File: config.mk
export PLATFORM = sky130hd
export DESIGN_NAME = sprite_line_eval
export DESIGN_NICKNAME = d
export VERILOG_FILES = /design/src/rtl/spr_eval_pkg.sv /design/src/rtl/spr_y_match.sv /design/src/rtl/spr_slot_buf.sv /design/src/rtl/spr_scan_ctrl.sv /design/src/rtl/sprite_line_eval.sv
export SDC_FILE = /design/constraint.sdc
export NUM_CORES = 1
export LEC_CHECK = 0
export ABC_CLOCK_PERIOD_IN_PS = 4150
export BUFFER_PORTS_ARGS = -buffer_cell sky130_fd_sc_hd__buf_2
export CORE_MARGIN = 2
export CORE_UTILIZATION = 52
export DETAILED_ROUTE_END_ITERATION = 10
export PLACE_DENSITY = 0.75
export RECOVER_POWER = 50
export SETUP_SLACK_MARGIN = 0.1
export SLEW_MARGIN = 5
export SYNTH_ARGS = -nofsm -noshare
export SYNTH_HDL_FRONTEND = slang
export SYNTH_SLANG_ARGS = --single-unit
File: constraint.sdc
create_clock -name clk -period 4.15 [get_ports clk]
set_input_delay 0.415 -clock clk [delete_from_list [all_inputs] [get_ports clk]]
set_output_delay 0.415 -clock clk [all_outputs]
set_load 0.02 [all_outputs]
File: src/rtl/spr_eval_pkg.sv
package spr_eval_pkg;

  typedef enum logic [1:0] {
    ST_IDLE,
    ST_SCAN_Y,
    ST_FETCH,
    ST_DONE
  } scan_state_t;

  typedef struct packed {
    logic [7:0] line;
    logic       tall;
    logic       zoom;
    logic       bank;
    logic       mode192;
  } scan_cfg_t;

  localparam logic [7:0] TERM_Y  = 8'd208;
  localparam logic [7:0] XP_OFS  = 8'h80;

endpackage

File: src/rtl/spr_y_match.sv
module spr_y_match (
  input  logic [7:0] y_stored,
  input  logic [7:0] line,
  input  logic       tall,
  input  logic       zoom,
  output logic       hit,
  output logic [3:0] row
);
  logic [7:0] diff;
  logic [5:0] height;

  always_comb begin
    // first covered line is stored value plus one, modulo 256
    diff = line - y_stored - 8'd1;
    case ({tall, zoom})
      2'b00:   height = 6'd8;
      2'b01:   height = 6'd16;
      2'b10:   height = 6'd16;
      default: height = 6'd32;
    endcase
    hit = (diff < {2'b00, height});
    row = zoom ? diff[4:1] : diff[3:0];
  end
endmodule

File: src/rtl/spr_slot_buf.sv
module spr_slot_buf #(
  parameter int NSLOT = 8,
  parameter int IDX_W = 6,
  localparam int SLOT_W = $clog2(NSLOT),
  localparam int CNT_W  = $clog2(NSLOT + 1)
) (
  input  logic              clk,
  input  logic              rst_n,
  input  logic [CNT_W-1:0]  count,
  input  logic              y_we,
  input  logic [SLOT_W-1:0] y_slot,
  input  logic [IDX_W-1:0]  y_idx,
  input  logic [3:0]        y_row,
  input  logic              x_we,
  input  logic              p_we,
  input  logic [SLOT_W-1:0] xp_slot,
  input  logic [7:0]        xp_data,
  input  logic              tall,
  input  logic              bank,
  output logic [IDX_W-1:0]  idx_o [NSLOT],
  output logic [7:0]        x_o   [NSLOT],
  output logic [8:0]        pat_o [NSLOT],
  output logic [2:0]        row_o [NSLOT]
);
  for (genvar k = 0; k < NSLOT; k++) begin : g_slot
    logic [IDX_W-1:0] idx_q;
    logic [3:0]       row_q;
    logic [7:0]       x_q;
    logic [7:0]       p_q;

    always_ff @(posedge clk or negedge rst_n) begin
      if (!rst_n) begin
        idx_q <= '0;
        row_q <= '0;
        x_q   <= '0;
        p_q   <= '0;
      end else begin
        if (y_we && y_slot == SLOT_W'(k)) begin
          idx_q <= y_idx;
          row_q <= y_row;
        end
        if (x_we && xp_slot == SLOT_W'(k)) x_q <= xp_data;
        if (p_we && xp_slot == SLOT_W'(k)) p_q <= xp_data;
      end
    end

    assign idx_o[k] = idx_q;
    assign x_o[k]   = x_q;
    // tall sprites: bit 0 picks top or bottom pattern from the row
    assign pat_o[k] = {bank, p_q[7:1], tall ? row_q[3] : p_q[0]};
    assign row_o[k] = row_q[2:0];

    if (k < NSLOT - 1) begin : g_order
      // kept slots follow table order
      a_r6_table_order: assert property (@(posedge clk) disable iff (!rst_n)
        (count > CNT_W'(k + 1)) |-> (idx_q < g_slot[k+1].idx_q));
    end
  end
endmodule

File: src/rtl/spr_scan_ctrl.sv
module spr_scan_ctrl
  import spr_eval_pkg::*;
#(
  parameter int NSLOT  = 8,
  parameter int NSPR   = 64,
  parameter int ADDR_W = 14,
  parameter int BUDGET = 342,
  localparam int IDX_W  = $clog2(NSPR),
  localparam int SLOT_W = $clog2(NSLOT),
  localparam int CNT_W  = $clog2(NSLOT + 1),
  localparam int FI_W   = $clog2(2 * NSLOT + 1),
  localparam int BASE_W = ADDR_W - 8
) (
  input  logic              clk,
  input  logic              rst_n,
  input  logic              start,
  input  scan_cfg_t         cfg_in,
  input  logic [BASE_W-1:0] base_in,
  output logic              vram_req,
  output logic [ADDR_W-1:0] vram_addr,
  input  logic              vram_ready,
  input  logic [7:0]        vram_data,
  input  logic [IDX_W-1:0]  slot_idx [NSLOT],
  output scan_cfg_t         cfg_q,
  output logic              y_we,
  output logic [SLOT_W-1:0] y_slot,
  output logic [IDX_W-1:0]  y_idx,
  output logic [3:0]        y_row,
  output logic              x_we,
  output logic              p_we,
  output logic [SLOT_W-1:0] xp_slot,
  output logic [CNT_W-1:0]  hits,
  output logic              done,
  output logic              overflow
);
  scan_state_t       st;
  logic [BASE_W-1:0] base_q;
  logic [IDX_W:0]    iss_idx;
  logic              pend;
  logic [IDX_W-1:0]  pend_idx;
  logic [FI_W-1:0]   fi;
  logic [FI_W-1:0]   pend_tag;
  logic [9:0]        act_cyc;

  logic              m_hit;
  logic [3:0]        m_row;

  spr_y_match u_match (
    .y_stored (vram_data),
    .line     (cfg_q.line),
    .tall     (cfg_q.tall),
    .zoom     (cfg_q.zoom),
    .hit      (m_hit),
    .row      (m_row)
  );

  logic            y_rsp, is_term, full, take, ovf_hit, y_last;
  logic            y_req, f_req, accept, f_rsp, f_last;
  logic [FI_W-1:0] fetch_total;
  logic [IDX_W-1:0] sel_idx;
  logic [7:0]      y_lo, xp_lo;

  always_comb begin
    y_rsp       = (st == ST_SCAN_Y) && pend;
    is_term     = cfg_q.mode192 && (vram_data == TERM_Y);
    full        = (hits == CNT_W'(NSLOT));
    take        = y_rsp && !is_term && m_hit && !full;
    ovf_hit     = y_rsp && !is_term && m_hit && full;
    y_last      = y_rsp && (is_term || ovf_hit || pend_idx == IDX_W'(NSPR - 1));
    fetch_total = FI_W'({hits, 1'b0});
    y_req       = (st == ST_SCAN_Y) && (iss_idx < (IDX_W + 1)'(NSPR)) && !y_last;
    f_req       = (st == ST_FETCH) && (fi < fetch_total);
    vram_req    = y_req || f_req;
    accept      = vram_req && vram_ready;
    f_rsp       = (st == ST_FETCH) && pend;
    f_last      = f_rsp && (pend_tag == fetch_total - FI_W'(1));
    sel_idx     = slot_idx[fi[SLOT_W:1]];
    y_lo        = 8'(iss_idx);
    xp_lo       = XP_OFS + 8'({sel_idx, 1'b0}) + 8'(fi[0]);
    vram_addr   = {base_q, (st == ST_FETCH) ? xp_lo : y_lo};
  end

  assign y_we    = take;
  assign y_slot  = hits[SLOT_W-1:0];
  assign y_idx   = pend_idx;
  assign y_row   = m_row;
  assign x_we    = f_rsp && !pend_tag[0];
  assign p_we    = f_rsp && pend_tag[0];
  assign xp_slot = pend_tag[SLOT_W:1];
  assign done    = (st == ST_DONE);

  always_ff @(posedge clk or negedge rst_n) begin
    if (!rst_n) begin
      st       <= ST_IDLE;
      cfg_q    <= '0;
      base_q   <= '0;
      iss_idx  <= '0;
      hits     <= '0;
      pend     <= 1'b0;
      pend_idx <= '0;
      fi       <= '0;
      pend_tag <= '0;
      overflow <= 1'b0;
    end else if (start) begin
      st       <= ST_SCAN_Y;
      cfg_q    <= cfg_in;
      base_q   <= base_in;
      iss_idx  <= '0;
      hits     <= '0;
      pend     <= 1'b0;
      fi       <= '0;
      overflow <= 1'b0;
    end else begin
      overflow <= ovf_hit;
      pend     <= accept;
      if (accept) begin
        pend_idx <= iss_idx[IDX_W-1:0];
        pend_tag <= fi;
      end
      if (y_req && accept) iss_idx <= iss_idx + 1'b1;
      if (f_req && accept) fi <= fi + 1'b1;
      if (take) hits <= hits + 1'b1;
      if (y_last) st <= (hits == '0 && !take) ? ST_DONE : ST_FETCH;
      if (f_last) st <= ST_DONE;
    end
  end

  // cycles spent scanning, not counting stalls by the memory
  always_ff @(posedge clk or negedge rst_n) begin
    if (!rst_n)                        act_cyc <= '0;
    else if (start)                    act_cyc <= '0;
    else if ((st == ST_SCAN_Y || st == ST_FETCH) && !(vram_req && !vram_ready)
             && act_cyc != '1)         act_cyc <= act_cyc + 1'b1;
  end

  // a refused request stays put until taken
  a_r11_hold_stalled: assert property (@(posedge clk) disable iff (!rst_n)
    (vram_req && !vram_ready && !start) |=> (vram_req && $stable(vram_addr)));

  // never more than the slot count
  a_r4_hits_bound: assert property (@(posedge clk) disable iff (!rst_n)
    hits <= CNT_W'(NSLOT));

  // overflow only with every slot taken
  a_r4_ovf_full: assert property (@(posedge clk) disable iff (!rst_n)
    overflow |-> (hits == CNT_W'(NSLOT)));

  // finished scan is quiet and stable
  a_r12_done_quiet: assert property (@(posedge clk) disable iff (!rst_n)
    done |-> !vram_req);

  a_r12_done_holds: assert property (@(posedge clk) disable iff (!rst_n)
    (done && !start) |=> (done && $stable(hits)));

  // unstalled work fits the line budget
  a_r12_budget: assert property (@(posedge clk) disable iff (!rst_n)
    act_cyc <= 10'(BUDGET));
endmodule

File: src/rtl/sprite_line_eval.sv
module sprite_line_eval
  import spr_eval_pkg::*;
#(
  parameter int NSLOT  = 8,
  parameter int NSPR   = 64,
  parameter int ADDR_W = 14,
  parameter int BUDGET = 342,
  localparam int IDX_W  = $clog2(NSPR),
  localparam int SLOT_W = $clog2(NSLOT),
  localparam int CNT_W  = $clog2(NSLOT + 1),
  localparam int BASE_W = ADDR_W - 8
) (
  input  logic                 clk,
  input  logic                 rst_n,
  input  logic                 start,
  input  logic [7:0]           next_line,
  input  logic [BASE_W-1:0]    sat_base,
  input  logic                 tall_en,
  input  logic                 zoom_en,
  input  logic                 pat_bank,
  input  logic                 lines192,
  output logic                 vram_req,
  output logic [ADDR_W-1:0]    vram_addr,
  input  logic                 vram_ready,
  input  logic [7:0]           vram_data,
  output logic [NSLOT*8-1:0]   ent_x,
  output logic [NSLOT*9-1:0]   ent_pat,
  output logic [NSLOT*3-1:0]   ent_row,
  output logic [CNT_W-1:0]     ent_count,
  output logic                 done,
  output logic                 overflow
);
  scan_cfg_t         cfg_in, cfg_q;
  logic [IDX_W-1:0]  slot_idx [NSLOT];
  logic [7:0]        x_arr    [NSLOT];
  logic [8:0]        pat_arr  [NSLOT];
  logic [2:0]        row_arr  [NSLOT];
  logic              y_we, x_we, p_we;
  logic [SLOT_W-1:0] y_slot, xp_slot;
  logic [IDX_W-1:0]  y_idx;
  logic [3:0]        y_row;

  assign cfg_in = '{line: next_line, tall: tall_en, zoom: zoom_en,
                    bank: pat_bank, mode192: lines192};

  spr_scan_ctrl #(
    .NSLOT (NSLOT), .NSPR (NSPR), .ADDR_W (ADDR_W), .BUDGET (BUDGET)
  ) u_ctrl (
    .clk        (clk),
    .rst_n      (rst_n),
    .start      (start),
    .cfg_in     (cfg_in),
    .base_in    (sat_base),
    .vram_req   (vram_req),
    .vram_addr  (vram_addr),
    .vram_ready (vram_ready),
    .vram_data  (vram_data),
    .slot_idx   (slot_idx),
    .cfg_q      (cfg_q),
    .y_we       (y_we),
    .y_slot     (y_slot),
    .y_idx      (y_idx),
    .y_row      (y_row),
    .x_we       (x_we),
    .p_we       (p_we),
    .xp_slot    (xp_slot),
    .hits       (ent_count),
    .done       (done),
    .overflow   (overflow)
  );

  spr_slot_buf #(.NSLOT (NSLOT), .IDX_W (IDX_W)) u_buf (
    .clk     (clk),
    .rst_n   (rst_n),
    .count   (ent_count),
    .y_we    (y_we),
    .y_slot  (y_slot),
    .y_idx   (y_idx),
    .y_row   (y_row),
    .x_we    (x_we),
    .p_we    (p_we),
    .xp_slot (xp_slot),
    .xp_data (vram_data),
    .tall    (cfg_q.tall),
    .bank    (cfg_q.bank),
    .idx_o   (slot_idx),
    .x_o     (x_arr),
    .pat_o   (pat_arr),
    .row_o   (row_arr)
  );

  for (genvar k = 0; k < NSLOT; k++) begin : g_flat
    assign ent_x[k*8 +: 8]   = x_arr[k];
    assign ent_pat[k*9 +: 9] = pat_arr[k];
    assign ent_row[k*3 +: 3] = row_arr[k];
  end
endmodule

# [Word level (Yosys, flattened, before mapping)]
# Index checks and enable logic that the tools add are counted.
[totals] out_inout_bits=181 register_bits=257 input_bits=30
[classes] n_reduce_logical=60 n_bitwise=2 magnitude_cmp=4 muxes=26 addsub=8 eq_ne=23
[ops] operator="$logic_and A1 B1 Y1" n=42
[ops] operator="$eq A3 B3 Y1 const B" n=8
[ops] operator="$bmux W6 S3" n=1
[ops] operator="$mux W7" n=2
[ops] operator="$eq A3 B2 Y1 const B" n=4
[ops] operator="$mux W4" n=3
[ops] operator="$mux W6" n=2
[ops] operator="$pmux W6 S2" n=1
[ops] operator="$mux W1" n=11
[ops] operator="$mux W5" n=2
[ops] operator="$add A8 B1 Y8" n=1
[ops] operator="$add A8 B7 Y8 const A" n=1
[ops] operator="$eq A8 B8 Y1 const B" n=1
[ops] operator="$lt A8 B6 Y1" n=1
[ops] operator="$mux W8" n=1
[ops] operator="$sub A8 B1 Y8 const B" n=1
[ops] operator="$sub A8 B8 Y8" n=1
[ops] operator="$add A7 B1 Y7 const B" n=1
[ops] operator="$lt A7 B7 Y1 const B" n=1
[ops] operator="$eq A2 B2 Y1 const B" n=3
[ops] operator="$eq A3 B1 Y1 const B" n=2
[ops] operator="$eq A6 B6 Y1 const B" n=1
[ops] operator="$logic_not A3 Y1" n=2
[ops] operator="$mux W2" n=3
[ops] operator="18 further kinds" n=27

# [Logic depth before layout (Yosys ltp)]
[depth] ltp_word=16 ltp_mapped=13

# [Hierarchy]
# Synthesis repeated with hierarchy kept, for this count alone.
[hier_totals] cells_unflattened=872 area_unflattened_um2=12069.1
[modules_own_cells] mod="spr_slot_buf" n_inst=1 seq_area_each_um2=5205.0 cells_each=563 area_each_um2=8740.9
[modules_own_cells] mod="spr_scan_ctrl" n_inst=1 seq_area_each_um2=1226.2 cells_each=241 area_each_um2=2836.5
[modules_own_cells] mod="spr_y_match" n_inst=1 seq_area_each_um2=0.0 cells_each=68 area_each_um2=491.7

# [Least setup slack after synthesis]
# Ideal clock, no wire load.
[synth_path] path_type="input-to-reg" from="input port vram_data[0]" to="register u_ctrl.pend_tag[0]" slack_ps=780 cell_stages=13 n_path_buf=1 setup_ps=125 t_arrival_ps=3245 t_required_ps=4025 cell_sequence="inv_1 -> ha_1 -> fa_1 -> a21o_1 -> a21oi_1 -> xnor2_1 -> ha_1 -> nand4_1 -> nor3b_2 -> nor4_2 -> or4_4 -> buf_6 -> mux2_4"
[synth_via] elab_chain_len=14 word_cells_on_any_way=17
[synth_lines] element="start, declared" line_no="sprite_line_eval.sv:25" text="input logic [7:0] vram_data,"
[synth_lines] element="parallel branches: the longest is 6 deep, another holds $sub A8 B8 Y8"
[synth_lines] element="$logic_or A1 B1 Y1 * (2 in series)" line_no="spr_scan_ctrl.sv:69" text="y_last = y_rsp && (is_term || ovf_hit || pend_idx == IDX_W'(NSPR - 1));"
[synth_lines] element="$logic_and A1 B1 Y1 *" line_no="spr_scan_ctrl.sv:69"
[synth_lines] element="$logic_not A1 Y1 *" line_no="spr_scan_ctrl.sv:71" text="y_req = (st == ST_SCAN_Y) && (iss_idx < (IDX_W + 1)'(NSPR)) && !y_last;"
[synth_lines] element="$logic_and A1 B1 Y1 *" line_no="spr_scan_ctrl.sv:71"
[synth_lines] element="$logic_or A1 B1 Y1 *" line_no="spr_scan_ctrl.sv:73" text="vram_req = y_req || f_req;"
[synth_lines] element="$logic_and A1 B1 Y1 *" line_no="spr_scan_ctrl.sv:74" text="accept = vram_req && vram_ready;"
[synth_lines] element="$reduce_and A2 Y1 (no source line) *"
[synth_lines] element="end signal, assigned" line_no="spr_scan_ctrl.sv:118" text="pend_tag <= fi;"
[synth_lines] element="end, declared" line_no="spr_scan_ctrl.sv:42" text="logic [FI_W-1:0] pend_tag;"
# Mark *: on every way between the ends.
# A chain may end at the register's enable or synchronous reset.

# [Final worst setup path]
[layout_path] from="register, netlist name u_ctrl.cfg_q[4]" to="output port vram_req"
[layout_via] elab_chain_len=11
[layout_lines] element="$sub A8 B8 Y8" line_no="spr_y_match.sv:14" text="diff = line - y_stored - 8'd1;"
[layout_lines] element="$sub A8 B1 Y8" line_no="spr_y_match.sv:14"
[layout_lines] element="$lt A8 B6 Y1" line_no="spr_y_match.sv:21" text="hit = (diff < {2'b00, height});"
[layout_lines] element="$logic_and A1 B1 Y1 (2 in series)" line_no="spr_scan_ctrl.sv:68" text="ovf_hit = y_rsp && !is_term && m_hit && full;"
[layout_lines] element="$logic_or A1 B1 Y1 (2 in series)" line_no="spr_scan_ctrl.sv:69"
[layout_lines] element="$logic_and A1 B1 Y1" line_no="spr_scan_ctrl.sv:69"
[layout_lines] element="$logic_not A1 Y1" line_no="spr_scan_ctrl.sv:71"
[layout_lines] element="$logic_and A1 B1 Y1" line_no="spr_scan_ctrl.sv:71"
[layout_lines] element="$logic_or A1 B1 Y1" line_no="spr_scan_ctrl.sv:73"
[layout_lines] element="end, declared" line_no="sprite_line_eval.sv:22" text="output logic vram_req,"
# Every way passes these cells.

==> impl_metrics.toml <==
[outcome]
outcome = "finished, violations left"
violations = "capacitance limit, slew limit"

[sta]
clock_skew_ns = 0.00785
worst_slew_pin_slew_ns = 2.23
finalCriticalPeriod_ns = 3.86
slew_headroom_pct = -48.8
drv_slew = 129
hold_ws_ns = 0.107
hold_viol_final = 0
fin_setup_tns_ns = 0
rsz0062_at_grt = "no"
fmax_ghz = 0.259
period_share_pct = 93.1
setup_viol = 0

[grt]
grt_pass1_vias = 7552
grt_max_degree = 92
grt_pass1_wl_um = 43000
antenna_found_initial = 0
grt_overflow = 0
gr-usage-all-layers_pct = 22.6

[placement]
dpl.hpwl_um = 19200
postPlaceCellArea_um2 = 12700
place.gp.congestion = 0.901
numPortBuffers = 210

[route]
vias = 7557
wl_per_cell_um = 20.4
drc = 0
first_pass_iters = 4
routed_wl_um = 27600
drt_iter0_drc = 419
vias_per_cell = 5.58
postRouteAntennaNets = 0

[cells_and_area]
final_cell_area_um2 = 13400
area_growth_pct = 11.5
layout-drive-gt1-share_pct = 33.4
n_antenna_cell = 0
nets = 1103

[clock_tree]
cts_htree_levels = 1
cts-buffers-inserted = 27
cts_setup_buffers = 0
clkTransAtPathRegs_ns = 0.06
clk_path_buf_depth = 3
clk_latency_ns = 0.53
tritoncts = "done"
clk_root_buffer_cell = "clkbuf_16"
numClockSinks = 257

[floorplanning]
core_um2 = 22600
die_h_um = 156
ios = 211
die_area_um2 = 24300
die_w_um = 156
rows = 55
initial_core_util_pct = 53.0

[power_and_ir_drop]
power.total_mw = 5.54
powerDensity_nw_per_um2 = 414
vdd_ir_drop_max_mv = 0.309
power.leakage_nw = 6.31

[synth]
netlist.area_leader.share_pct = 53.6
synth_seq_cells = 257
synth_top_area_cell = "dfrtp_1"
synth.distinct_cells = 60
ys.flop_type = "dfrtp_1"
syn_area_um2 = 12000
async_flop_share_pct = 100
synth_nets = 983
syn_area_per_cell_um2 = 12.9
netlist_instances = 928
synth_area_leaders = "dfrtp_1 (54%), mux2_2 (19%), buf_4 (5.8%)"
ys_seq_area_share_pct = 53.6
synth_edf_count = 0
synth_warnings = 0

[worst_setup_path]
critPathRequiredTime_ns = 3.73
r2r_start = "u_ctrl.cfg_q[4]"
cp_slowest_cell = "fa_1"
max_stage_delay_ns = 0.45
crit_cells = 11
crit_fanout = 4
r2r-end = "u_buf.g_slot[4].idx_q[2]"
start_kind = "flop"
worstSetupEndpoint = "vram_req"
critPathBufInv = 1
crit_top_cell = "ha_1"
worstPathArrival_ns = 3.45
path_class = "reg2out"
crit_path_start = "u_ctrl.cfg_q[4]"
crit_family = "adder cells"
crit_path_end_kind = "output port"
r2r_slack_ns = 0.49
rr_worst_depth = 12
worstPathCellList = "ha_1, fa_1, a21o_1, a21oi_1, xnor2_1, ha_1, nand4_1, nor3b_4, nor4_4, nor2_1, buf_2"

[job]
max_cap_violations = 2

[hold_path]
whs_path_depth = 2
hp-class = "in2reg"
layout by cell type, fill, tap and decap left out, types with 3 or more instances in the layout:
cell	netlist	final
mux2i_1	7	7
nor3_1	5	5
clkbuf_16	0	27
clkbuf_1	29	162
nor2_1	23	23
buf_2	4	57
and2_1	3	3
clkbuf_8	0	8
nor3_2	3	3
nand3_2	4	4
a21oi_1	14	14
and3_1	3	3
mux2_2	207	207
nor2b_1	3	3
and3b_1	3	3
nand3_1	10	10
buf_4	92	11
dfrtp_1	257	257
mux4_2	12	12
xnor2_1	6	6
nand2_1	58	58
mux2_4	9	9
inv_1	22	22
o31a_1	3	3
nor4_1	4	4
o21a_1	6	6
o211ai_1	4	4
or3_1	4	4
nand2b_1	5	5
xor2_1	8	8
o21ai_0	47	47
ha_1	24	24
or4_1	3	3
nand4_1	5	5
synth_stat cells, types with 10 or more instances:
cell	instances
inv_1	22
clkbuf_1	29
mux4_2	12
buf_4	92
nand2_1	58
ha_1	24
mux2_2	207
nor2_1	23
o21ai_0	47
a21oi_1	14
nand3_1	10
dfrtp_1	257
worst min path at each step:
stage / startpoint / endpoint / slack [ns]
5_1_grt: pat_bank / u_ctrl.cfg_q[1] / 0.10
4_1_cts: pat_bank / u_ctrl.cfg_q[1] / 0.09
2_1_floorplan: rst_n / u_buf.g_slot[0].idx_q[0] / 0.12
3_3_place_gp: u_buf.g_slot[5].p_q[6] / u_buf.g_slot[5].p_q[6] / 0.46
3_5_place_dp: u_buf.g_slot[5].p_q[5] / u_buf.g_slot[5].p_q[5] / 0.47
6_report: pat_bank / u_ctrl.cfg_q[1] / 0.11
what timing repair did:
item,4_1_cts,5_1_grt
hold buffers,1,0
endpoints found under the setup margin,0,1
endpoints found under the hold margin,87,0
gates resized for setup,0,2
power breakdown:
group          switching, mW  internal, mW  total [mW]
logic                  0.343         0.185       0.528
clock network          0.972          1.41        2.38
registers             0.0549          2.58        2.63
metrics by stage:
step                utilization [%]  worst slack [ns]  cells
floorplan                         -             0.780    928
global placement               56.0             0.284   1303
detailed placement             56.0             0.206   1303
CTS                            60.0             0.185   1354
global route                   59.1             0.126   1354
finish                         59.1             0.287   1354
sequential cells by signal, indices dropped and copies added (netlist names):
| signal | flops |
|---|---|
| u_buf.g_slot.row_q | 32 |
| u_buf.g_slot.p_q | 64 |
| u_ctrl.fi | 5 |
| u_ctrl.y_idx | 6 |
| u_ctrl.st | 2 |
| u_ctrl.overflow | 1 |
| u_ctrl.pend_tag | 5 |
| u_ctrl.iss_idx | 7 |
| u_ctrl.cfg_q | 12 |
| u_buf.g_slot.x_q | 64 |
| u_ctrl.pend | 1 |
| u_buf.g_slot.idx_q | 48 |
| u_ctrl.base_q | 6 |
| u_ctrl.hits | 4 |
cell families (layout without fill, tap and decap cells):
family                   after synthesis  after routing  share of synthesized area [%]
adder cells (fa/ha/maj)               25             25                           2.67
buffers and inverters                156            297                           7.87
AND/OR/NAND/NOR                      152            152                           6.96
flip-flops                           257            257                           53.6
AO/OA/AOI/OAI                         89             89                           4.53
XOR/XNOR                              14             14                           1.02
multiplexers                         235            235                           23.4
routing by layer:
layer,up-vias,wire [µm],GRT usage [%]
li1,3408,-,-
met1,3870,12000,30.9
met2,222,13600,37.8
met3,57,1280,3.28
met4,0,781,6.95
met5,-,0,0
final cells by class:
cell class / count / area, µm²
inverter: 23 / 86.3
sequential: 257 / 6430
timing repair buffer: 224 / 981
clock inverter: 5 / 57.6
fill: 1870 / 9260
multi-input combinational: 515 / 4640
clock buffer: 45 / 823
tap: 285 / 357
Note: power is estimated with default switching activity, not from simulation.
